[src/rtl/mdio_master_pkg.sv]
package mdio_master_pkg;
  localparam int ADDR_W     = 5;
  localparam int DATA_W     = 16;
  localparam int PRE_BITS   = 32;
  localparam int HDR_BITS   = 14;
  localparam int FRAME_BITS = PRE_BITS + HDR_BITS + 2 + DATA_W;
  localparam int REL_BIT    = PRE_BITS + HDR_BITS;
  localparam int ERR_BIT    = REL_BIT + 1;
  localparam int DAT_BIT    = REL_BIT + 2;

  localparam logic [1:0] SOF_CODE = 2'b01;
  localparam logic [1:0] OP_RD    = 2'b10;
  localparam logic [1:0] OP_WR    = 2'b01;
  localparam logic [1:0] TA_WR    = 2'b10;

  typedef enum logic [1:0] {PH_SETUP, PH_HIGH, PH_HOLD} phase_e;

  function automatic logic [FRAME_BITS-1:0] build_frame(
    input logic              rd,
    input logic [ADDR_W-1:0] phy,
    input logic [ADDR_W-1:0] reg_a,
    input logic [DATA_W-1:0] wd
  );
    return {{PRE_BITS{1'b1}}, SOF_CODE, (rd ? OP_RD : OP_WR), phy, reg_a, TA_WR, wd};
  endfunction
endpackage

[src/rtl/mdio_clk_div.sv]
module mdio_clk_div #(
  parameter int CLK_DIV = 4
) (
  input  logic clk_i,
  input  logic rst_ni,
  input  logic clr_i,
  input  logic en_i,
  output logic tick_o
);
  localparam int CW = (CLK_DIV > 1) ? $clog2(CLK_DIV) : 1;

  logic [CW-1:0] cnt_q;

  assign tick_o = en_i && (cnt_q == CW'(CLK_DIV - 1));

  always_ff @(posedge clk_i or negedge rst_ni) begin
    if (!rst_ni)                cnt_q <= '0;
    else if (clr_i || tick_o)   cnt_q <= '0;
    else if (en_i)              cnt_q <= cnt_q + 1'b1;
  end
endmodule

[src/rtl/mdio_frame_seq.sv]
module mdio_frame_seq
  import mdio_master_pkg::*;
#(
  parameter int NBITS = FRAME_BITS,
  parameter int REL   = REL_BIT,
  localparam int IW   = $clog2(NBITS)
) (
  input  logic             clk_i,
  input  logic             rst_ni,
  input  logic             start_i,
  input  logic             rd_i,
  input  logic [NBITS-1:0] frame_i,
  input  logic             tick_i,
  output logic             busy_o,
  output logic             done_o,
  output logic             fin_o,
  output logic             samp_o,
  output logic             rd_o,
  output logic [IW-1:0]    idx_o,
  output logic             mdc_o,
  output logic             mdio_o,
  output logic             mdio_oe_o
);
  logic             busy_q, fin_q, rd_q, done_q;
  logic [IW-1:0]    idx_q;
  phase_e           ph_q;
  logic [NBITS-1:0] sr_q;
  logic             active, rx_win;

  always_ff @(posedge clk_i or negedge rst_ni) begin
    if (!rst_ni) begin
      busy_q <= 1'b0;
      fin_q  <= 1'b0;
      rd_q   <= 1'b0;
      idx_q  <= '0;
      ph_q   <= PH_SETUP;
      sr_q   <= '0;
    end else if (start_i) begin
      busy_q <= 1'b1;
      fin_q  <= 1'b0;
      rd_q   <= rd_i;
      idx_q  <= '0;
      ph_q   <= PH_SETUP;
      sr_q   <= frame_i;
    end else if (busy_q && tick_i) begin
      if (fin_q) begin
        busy_q <= 1'b0;
        fin_q  <= 1'b0;
      end else begin
        unique case (ph_q)
          PH_SETUP: ph_q <= PH_HIGH;
          PH_HIGH:  ph_q <= PH_HOLD;
          default: begin
            ph_q <= PH_SETUP;
            if (idx_q == IW'(NBITS - 1)) fin_q <= 1'b1;
            else begin
              idx_q <= idx_q + 1'b1;
              sr_q  <= {sr_q[NBITS-2:0], 1'b0};
            end
          end
        endcase
      end
    end
  end

  always_ff @(posedge clk_i or negedge rst_ni) begin
    if (!rst_ni) done_q <= 1'b0;
    else         done_q <= fin_o;
  end

  assign active    = busy_q && !fin_q;
  assign rx_win    = active && rd_q && (idx_q >= IW'(REL));
  assign fin_o     = busy_q && tick_i && fin_q;
  assign samp_o    = active && tick_i && rd_q && (ph_q == PH_SETUP);
  assign busy_o    = busy_q;
  assign done_o    = done_q;
  assign rd_o      = rd_q;
  assign idx_o     = idx_q;
  assign mdc_o     = active && (ph_q == PH_HIGH);
  assign mdio_oe_o = !rx_win;
  assign mdio_o    = rx_win ? 1'b0 : (active ? sr_q[NBITS-1] : 1'b1);


  data_setup_chk: assert property (@(posedge clk_i) disable iff (!rst_ni)
    $rose(mdc_o) |-> $stable(mdio_o) && $stable(mdio_oe_o));

  release_low_chk: assert property (@(posedge clk_i) disable iff (!rst_ni)
    $fell(mdio_oe_o) |-> !mdc_o && !$past(mdc_o));

  reclaim_low_chk: assert property (@(posedge clk_i) disable iff (!rst_ni)
    $rose(mdio_oe_o) |-> !mdc_o && !$past(mdc_o));

  idle_clk_chk: assert property (@(posedge clk_i) disable iff (!rst_ni)
    !busy_o |-> !mdc_o && mdio_oe_o);

  done_pulse_chk: assert property (@(posedge clk_i) disable iff (!rst_ni)
    done_o |=> !done_o);
endmodule

[src/rtl/mdio_rx_capture.sv]
module mdio_rx_capture
  import mdio_master_pkg::*;
#(
  parameter int IW    = 6,
  parameter int EBIT  = ERR_BIT,
  parameter int DBIT  = DAT_BIT,
  parameter int DW    = DATA_W
) (
  input  logic          clk_i,
  input  logic          rst_ni,
  input  logic          start_i,
  input  logic          samp_i,
  input  logic [IW-1:0] idx_i,
  input  logic          mdio_i,
  input  logic          fin_i,
  input  logic          rd_i,
  output logic [DW-1:0] rdata_o,
  output logic          err_o
);
  logic          err_q;
  logic [DW-1:0] sh_q;

  always_ff @(posedge clk_i or negedge rst_ni) begin
    if (!rst_ni) begin
      err_q <= 1'b0;
      sh_q  <= '0;
    end else if (start_i) begin
      err_q <= 1'b0;
      sh_q  <= '0;
    end else if (samp_i) begin
      if (idx_i == IW'(EBIT)) err_q <= mdio_i;
      if (idx_i >= IW'(DBIT)) sh_q  <= {sh_q[DW-2:0], mdio_i};
    end
  end

  always_ff @(posedge clk_i or negedge rst_ni) begin
    if (!rst_ni) begin
      rdata_o <= '0;
      err_o   <= 1'b0;
    end else if (fin_i) begin
      rdata_o <= (rd_i && !err_q) ? sh_q : '0;
      err_o   <= rd_i && err_q;
    end
  end


  err_zero_chk: assert property (@(posedge clk_i) disable iff (!rst_ni)
    err_o |-> (rdata_o == '0));

  hold_chk: assert property (@(posedge clk_i) disable iff (!rst_ni)
    !$past(fin_i) |-> $stable(rdata_o) && $stable(err_o));
endmodule

[src/rtl/mdio_master.sv]
module mdio_master
  import mdio_master_pkg::*;
#(
  parameter int CLK_DIV = 4
) (
  input  logic              clk_i,
  input  logic              rst_ni,
  input  logic              req_i,
  input  logic              req_rd_i,
  input  logic [ADDR_W-1:0] req_phy_i,
  input  logic [ADDR_W-1:0] req_reg_i,
  input  logic [DATA_W-1:0] req_wdata_i,
  output logic              busy_o,
  output logic              done_o,
  output logic [DATA_W-1:0] rdata_o,
  output logic              err_o,
  output logic              mdc_o,
  output logic              mdio_o,
  output logic              mdio_oe_o,
  input  logic              mdio_i
);
  localparam int IW = $clog2(FRAME_BITS);

  logic          start, tick, fin, samp, rd;
  logic [IW-1:0] idx;

  assign start = req_i && !busy_o;

  mdio_clk_div #(.CLK_DIV(CLK_DIV)) u_div (
    .clk_i, .rst_ni, .clr_i(start), .en_i(busy_o), .tick_o(tick)
  );

  mdio_frame_seq #(.NBITS(FRAME_BITS), .REL(REL_BIT)) u_seq (
    .clk_i, .rst_ni,
    .start_i(start), .rd_i(req_rd_i),
    .frame_i(build_frame(req_rd_i, req_phy_i, req_reg_i, req_wdata_i)),
    .tick_i(tick), .busy_o, .done_o, .fin_o(fin), .samp_o(samp), .rd_o(rd),
    .idx_o(idx), .mdc_o, .mdio_o, .mdio_oe_o
  );

  mdio_rx_capture #(.IW(IW), .EBIT(ERR_BIT), .DBIT(DAT_BIT), .DW(DATA_W)) u_rx (
    .clk_i, .rst_ni, .start_i(start), .samp_i(samp), .idx_i(idx), .mdio_i,
    .fin_i(fin), .rd_i(rd), .rdata_o, .err_o
  );


  accept_chk: assert property (@(posedge clk_i) disable iff (!rst_ni)
    (req_i && !busy_o) |=> busy_o);
endmodule

[config.mk]
export PLATFORM = sky130hd
export DESIGN_NAME = mdio_master
export DESIGN_NICKNAME = d
export VERILOG_FILES = /design/src/rtl/mdio_master_pkg.sv /design/src/rtl/mdio_clk_div.sv /design/src/rtl/mdio_frame_seq.sv /design/src/rtl/mdio_rx_capture.sv /design/src/rtl/mdio_master.sv
export SDC_FILE = /design/constraint.sdc
export NUM_CORES = 1
export LEC_CHECK = 0
export BUFFER_PORTS_ARGS = -buffer_cell sky130_fd_sc_hd__buf_2
export CORE_MARGIN = 3
export CORE_UTILIZATION = 55
export DETAILED_ROUTE_END_ITERATION = 10
export PLACE_DENSITY = 0.85
export SLEW_MARGIN = 30
export SYNTH_ARGS = -nofsm -noshare
export SYNTH_HDL_FRONTEND = slang
export SYNTH_SLANG_ARGS = --single-unit
[constraint.sdc]
create_clock -name clk_i -period 3.7 [get_ports clk_i]
set_clock_uncertainty 0.2 [all_clocks]
set_input_delay 0.74 -clock clk_i [delete_from_list [all_inputs] [get_ports clk_i]]
set_output_delay 0.74 -clock clk_i [all_outputs]
set_load 0.05 [all_outputs]
Yosys cells after proc, flatten, opt, wreduce, memory -nomap -nowiden

Index checks and enable logic that the tools add are counted.

Flip-flop bits (word level): 112

Add/sub/neg operators: 2
Order comparisons: 2
Eq/ne operators: 7
Muxes and demuxes: 34
Reduce and logical (&&, ||, !) cells: 31

Operator list:

| kind                | count |
|---|---|
| $mux 64             | 5 |
| $mux 16             | 4 |
| $mux 6              | 5 |
| $logic_and 1x1->1   | 13 |
| $mux 1              | 13 |
| $eq 6x6->1 const B  | 2 |
| $ge 6x6->1 const B  | 2 |
| $mux 2              | 6 |
| $reduce_bool 2->1   | 6 |
| $reduce_and 2->1    | 4 |
| $add 6x1->6 const B | 1 |
| $logic_not 1->1     | 4 |
| $ne 2x2->1 const B  | 2 |
| $pmux 2 s2          | 1 |
| $reduce_and 4->1    | 1 |
| $add 2x1->2 const B | 1 |
| $eq 2x1->1 const B  | 1 |
| $eq 2x2->1 const B  | 1 |
| $logic_not 2->1     | 1 |
| $ne 2x1->1 const B  | 1 |
| $reduce_or 2->1     | 1 |
| $logic_or 1x1->1    | 1 |

Logic depth before layout (Yosys ltp)

Depth after elaboration: 7
Mapped depth: 8

Hierarchy

Synthesis repeated with hierarchy kept, for this count alone.

Cells, all modules: 472
Area total of the unflattened synthesis: 5,086.1 µm²

Modules (own cells, without submodules):

| module          | times used | cells each | area an instance (µm²) | sequential area each (µm²) |
|---|---|---|---|---|
| mdio_frame_seq  | 1          | 340        | 3,652.3                | 1,901.8 |
| mdio_rx_capture | 1          | 118        | 1,298.7                | 850.8 |
| mdio_clk_div    | 1          | 10         | 110.1                  | 50.0 |
| mdio_master     | 1          | 4          | 25.0                   | 0.0 |

Worst setup path after synthesis

OpenSTA, ideal clock, no wires.

Path kind: reg-to-output
Start point: register u_seq.idx_q[0], in the netlist u_seq.idx_o[0]
End point: output mdio_oe_o
Arrival time: 1.642 ns
Data required time: 2.760 ns
Setup slack: 1.118 ns
Stages on the path, launching flop included: 5
Path buffers: 0
Path through: dfrtp_1 -> inv_1 -> ha_1 -> o211a_1 -> o2111ai_1

Longest elaborated chain between the ends: 3

RTL lines:

| item                   | RTL line             | source |
|---|---|---|
| start, declared        | mdio_frame_seq.sv:25 | `logic [IW-1:0] idx_q;` |
| start signal, assigned | mdio_frame_seq.sv:57 | `idx_q <= idx_q + 1'b1;` |
| $ge 6x6->1             | mdio_frame_seq.sv:72 | `assign rx_win = active && rd_q && (idx_q >= IW'(REL));` |
| $logic_and 1x1->1      | mdio_frame_seq.sv:72 |  |
| $logic_not 1->1        | mdio_frame_seq.sv:80 | `assign mdio_oe_o = !rx_win;` |
| end, declared          | mdio_master.sv:19    | `output logic mdio_oe_o,` |

No other way between the ends.

Final worst setup path

Start point: register u_seq.idx_q[0], in the netlist u_seq.idx_o[0]
End point: output mdio_o

Longest elaborated chain between the ends: 3

RTL lines:

| item              | RTL line             | source |
|---|---|---|
| $ge 6x6->1        | mdio_frame_seq.sv:72 |  |
| $logic_and 1x1->1 | mdio_frame_seq.sv:72 |  |
| $mux 1            | mdio_frame_seq.sv:81 | `assign mdio_o = rx_win ? 1'b0 : (active ? sr_q[NBITS-1] : 1'b1);` |
| end, declared     | mdio_master.sv:18    | `output logic mdio_o,` |

No other way between the ends.

==> impl_metrics.tcl <==
set metrics [dict create \
    slew_headroom 0.483 \
    worstMarginPinSlew_ps 775 \
    drt_pass1_iterations 5 \
    swShare 0.376 \
    gp_congestion 0.765 \
    groute.usage.overall 0.197 \
    fin_hold_ws_ps 128 \
    setup_tns_ps 0 \
    synth_top_area_share 0.579 \
    met1_usage 0.270 \
    clk_latency_ps 370 \
    grt_pass1_wl_mm 16.0 \
    ir_drop_mv 0.311 \
    hold_buffers 0 \
    outcome "finished, final reports clean" \
    power_mw 3.96 \
    powerDensity_nw_per_um2 745 \
    end_kind "primary output" \
    grt.met2_usage 0.319 \
    synth_top_cells_by_area "dfrtp_1, nand2_1, nand3_1, buf_2, o21ai_0" \
    cts_setup_buffers 0 \
    wl_per_cell_um 13.5 \
    synth_cell_type_count 39 \
    boundaryPins 53 \
    drtIter0Drc 237 \
    ctsResizeCount 0 \
    cp.arrival_ps 1800 \
    drtAntennaViolNets 0 \
    antenna_found_initial 0 \
    path_max_fanout 4 \
    rsz0062_at_grt "no" \
    leakagePower_nw 2.69 \
    path_class "reg2out" \
    p_comb_frac 0.296 \
    seq_power_share 0.520 \
    fp-row-count 33 \
    period_needed_ps 2740 \
    cp_slowest_cell "dfrtp_1" \
    cts_tree "built" \
    placed_area_sq_um 5110 \
    final_util 0.633 \
    final_cell_mix "nand2_1, dfrtp_1, nand3_1" \
    portBuffers 52 \
    cpMostUsedCell "nand2_1" \
    yosysSeqAreaShare 0.579 \
    use_met3 0.0396 \
    p_int_mw 2.47 \
    clkTransAtPathRegs_ps 110 \
    preCtsSetupSlack_ps 1240 \
    hold_class "in2async" \
    wirelength_mm 9.12 \
    cts_sinks 112 \
    hold_viol 0 \
    n_fill_cell 716 \
    num_vias 3679 \
    power_frac_clock 0.185 \
    design_area_sq_um 5310 \
    chipWidth_um 99.8 \
    max_freq_mhz 365 \
    cts_max_path_buffers 2 \
    slew_viol_final 0 \
    drt-vias-per-instance 5.45 \
    cp.required_ps 2760 \
    final_cells 675 \
    synth_cells 533 \
    syn_nets 567 \
    drc 0 \
    antenna_cells 0 \
    die-area_sq_um 9960 \
    synthesis.area_sq_um 4840 \
    gr-total-overflow 0 \
    grt_max_degree 73 \
    cts-root-buf "clkbuf_8" \
    ys_ff_latch 112 \
    drive_gt1_frac 0.153 \
    grt_pass1_vias 3520 \
    setup_viol 0 \
    layout_commonest_cell "nand2_1" \
    worst_path_largest_cell_delay_ps 420 \
    fin_crit_sh 0.740 \
    die_h_um 99.8 \
    yosysWarnings 0 \
    p_sw_mw 1.49 \
    htreeDepth 3 \
    crit_chain "inv_1 -> ha_1 -> o211a_1 -> o211ai_1 -> nand2_1 -> nand2_1 -> buf_2" \
    nets 599 \
    areaGrowthSynthToFinish_pct 9.69 \
    postLayoutSetupSlackWorst_ps 961 \
    multiInputGateArea_sq_um 1830 \
    seqCellArea_sq_um 2800 \
    cp-start-kind "register" \
    cts_inserted_buffers 9 \
    core_area_sq_um 8380 \
    critPathTopFamily "flip-flops" \
    dp_hpwl_mm 5.86 \
    post-place-cells 659 \
    grt.busiest_layer "met2" \
    post-synth-top-area-cell "dfrtp_1" \
    start_util 0.577 \
    syn_area_per_cell_sq_um 9.08 \
    critPathBufInv 2 \
    maxCapViolations 0 \
]
## registers in the layout (all words and copies together) (netlist names)
name / flops
u_seq.sr_q: 64
u_rx.rdata_o: 16
u_rx.sh_q: 16
u_seq.idx_o: 6
u_div.cnt_q: 2
u_seq.ph_q: 2
u_rx.err_o: 1
u_rx.err_q: 1
u_seq.busy_o: 1
u_seq.done_o: 1
u_seq.fin_q: 1
u_seq.rd_o: 1
## layer usage
| metal | wire length [um] | part of all wire | vias up |
|---|---|---|---|
| li1 | - | - | 1815 |
| met1 | 4110 | 0.45 | 1776 |
| met2 | 4490 | 0.49 | 77 |
| met3 | 424 | 0.046 | 11 |
| met4 | 97 | 0.011 | 0 |
| met5 | 0 | 0 | - |
## layout make-up
class / instances / share of cell area
clock buffer: 10 / 0.0240
clock inverter: 6 / 0.0127
inverter: 3 / 0.00212
multi-input combinational: 380 / 0.344
sequential: 112 / 0.528
tap: 105 / 0.0247
timing repair buffer: 59 / 0.0641
## cell usage after synthesis
cell and instances:
and4b_1 1, a31oi_4 1, dfrtp_1 112, o211ai_1 1, inv_2 1, nand3_1 102, nand2b_1 2, mux2_2 1
nor4_2 1, nand4b_1 1, a211oi_1 1, a211oi_2 1, ha_1 3, buf_6 3, nor2_1 10, nor3_2 2
o2111ai_1 1, o211a_1 1, mux2i_1 5, nand3_2 1, o21a_1 2, a22o_1 3, xnor2_1 1, and2_1 1
or2_1 1, buf_4 7, nor2b_1 4, and3_1 2, o31ai_1 1, nand2_1 201, a21oi_1 7, a211o_1 1
nand4b_2 1, nor3_1 2, inv_1 2, clkbuf_1 8, buf_2 20, o21ai_1 2, o21ai_0 16
## worst paths after layout
kind                       cells past startpoint       startpoint  slack (ps)         endpoint
setup / recovery                               7   u_seq.idx_o[0]         960           mdio_o
hold / removal                                 1           rst_ni         130  u_rx.rdata_o[5]
setup reg to reg                               6   u_div.cnt_q[0]        1210   u_seq.sr_q[53]
hold reg to reg                                2  u_rx.rdata_o[0]         270  u_rx.rdata_o[0]
max in group asynchronous                      2           rst_ni        2380   u_seq.sr_q[51]
min in group clk_i                             2  u_rx.rdata_o[0]         270  u_rx.rdata_o[0]
## power groups by stage
stage	registers [mW]	logic (mW)	clock network, mW
finish	2.06	1.17	0.730
global route	2.13	1.32	0.800
CTS	2.05	1.19	0.749
detailed placement	2.07	1.19	0
global placement	2.05	1.12	0
floorplan	2.17	0.792	0
## cells by family after synthesis
family	count (synthesis)	share of synthesized area
AOI/OAI and AO/OA	38	0.0517
DFF	112	0.579
adders and majority gates	3	0.00776
muxes	6	0.0127
and+or+nand+nor	332	0.300
buffers and inverters	41	0.0471
xor gates and xnor gates	1	0.00181
No activity file was read; power rests on OpenSTA's default activity.
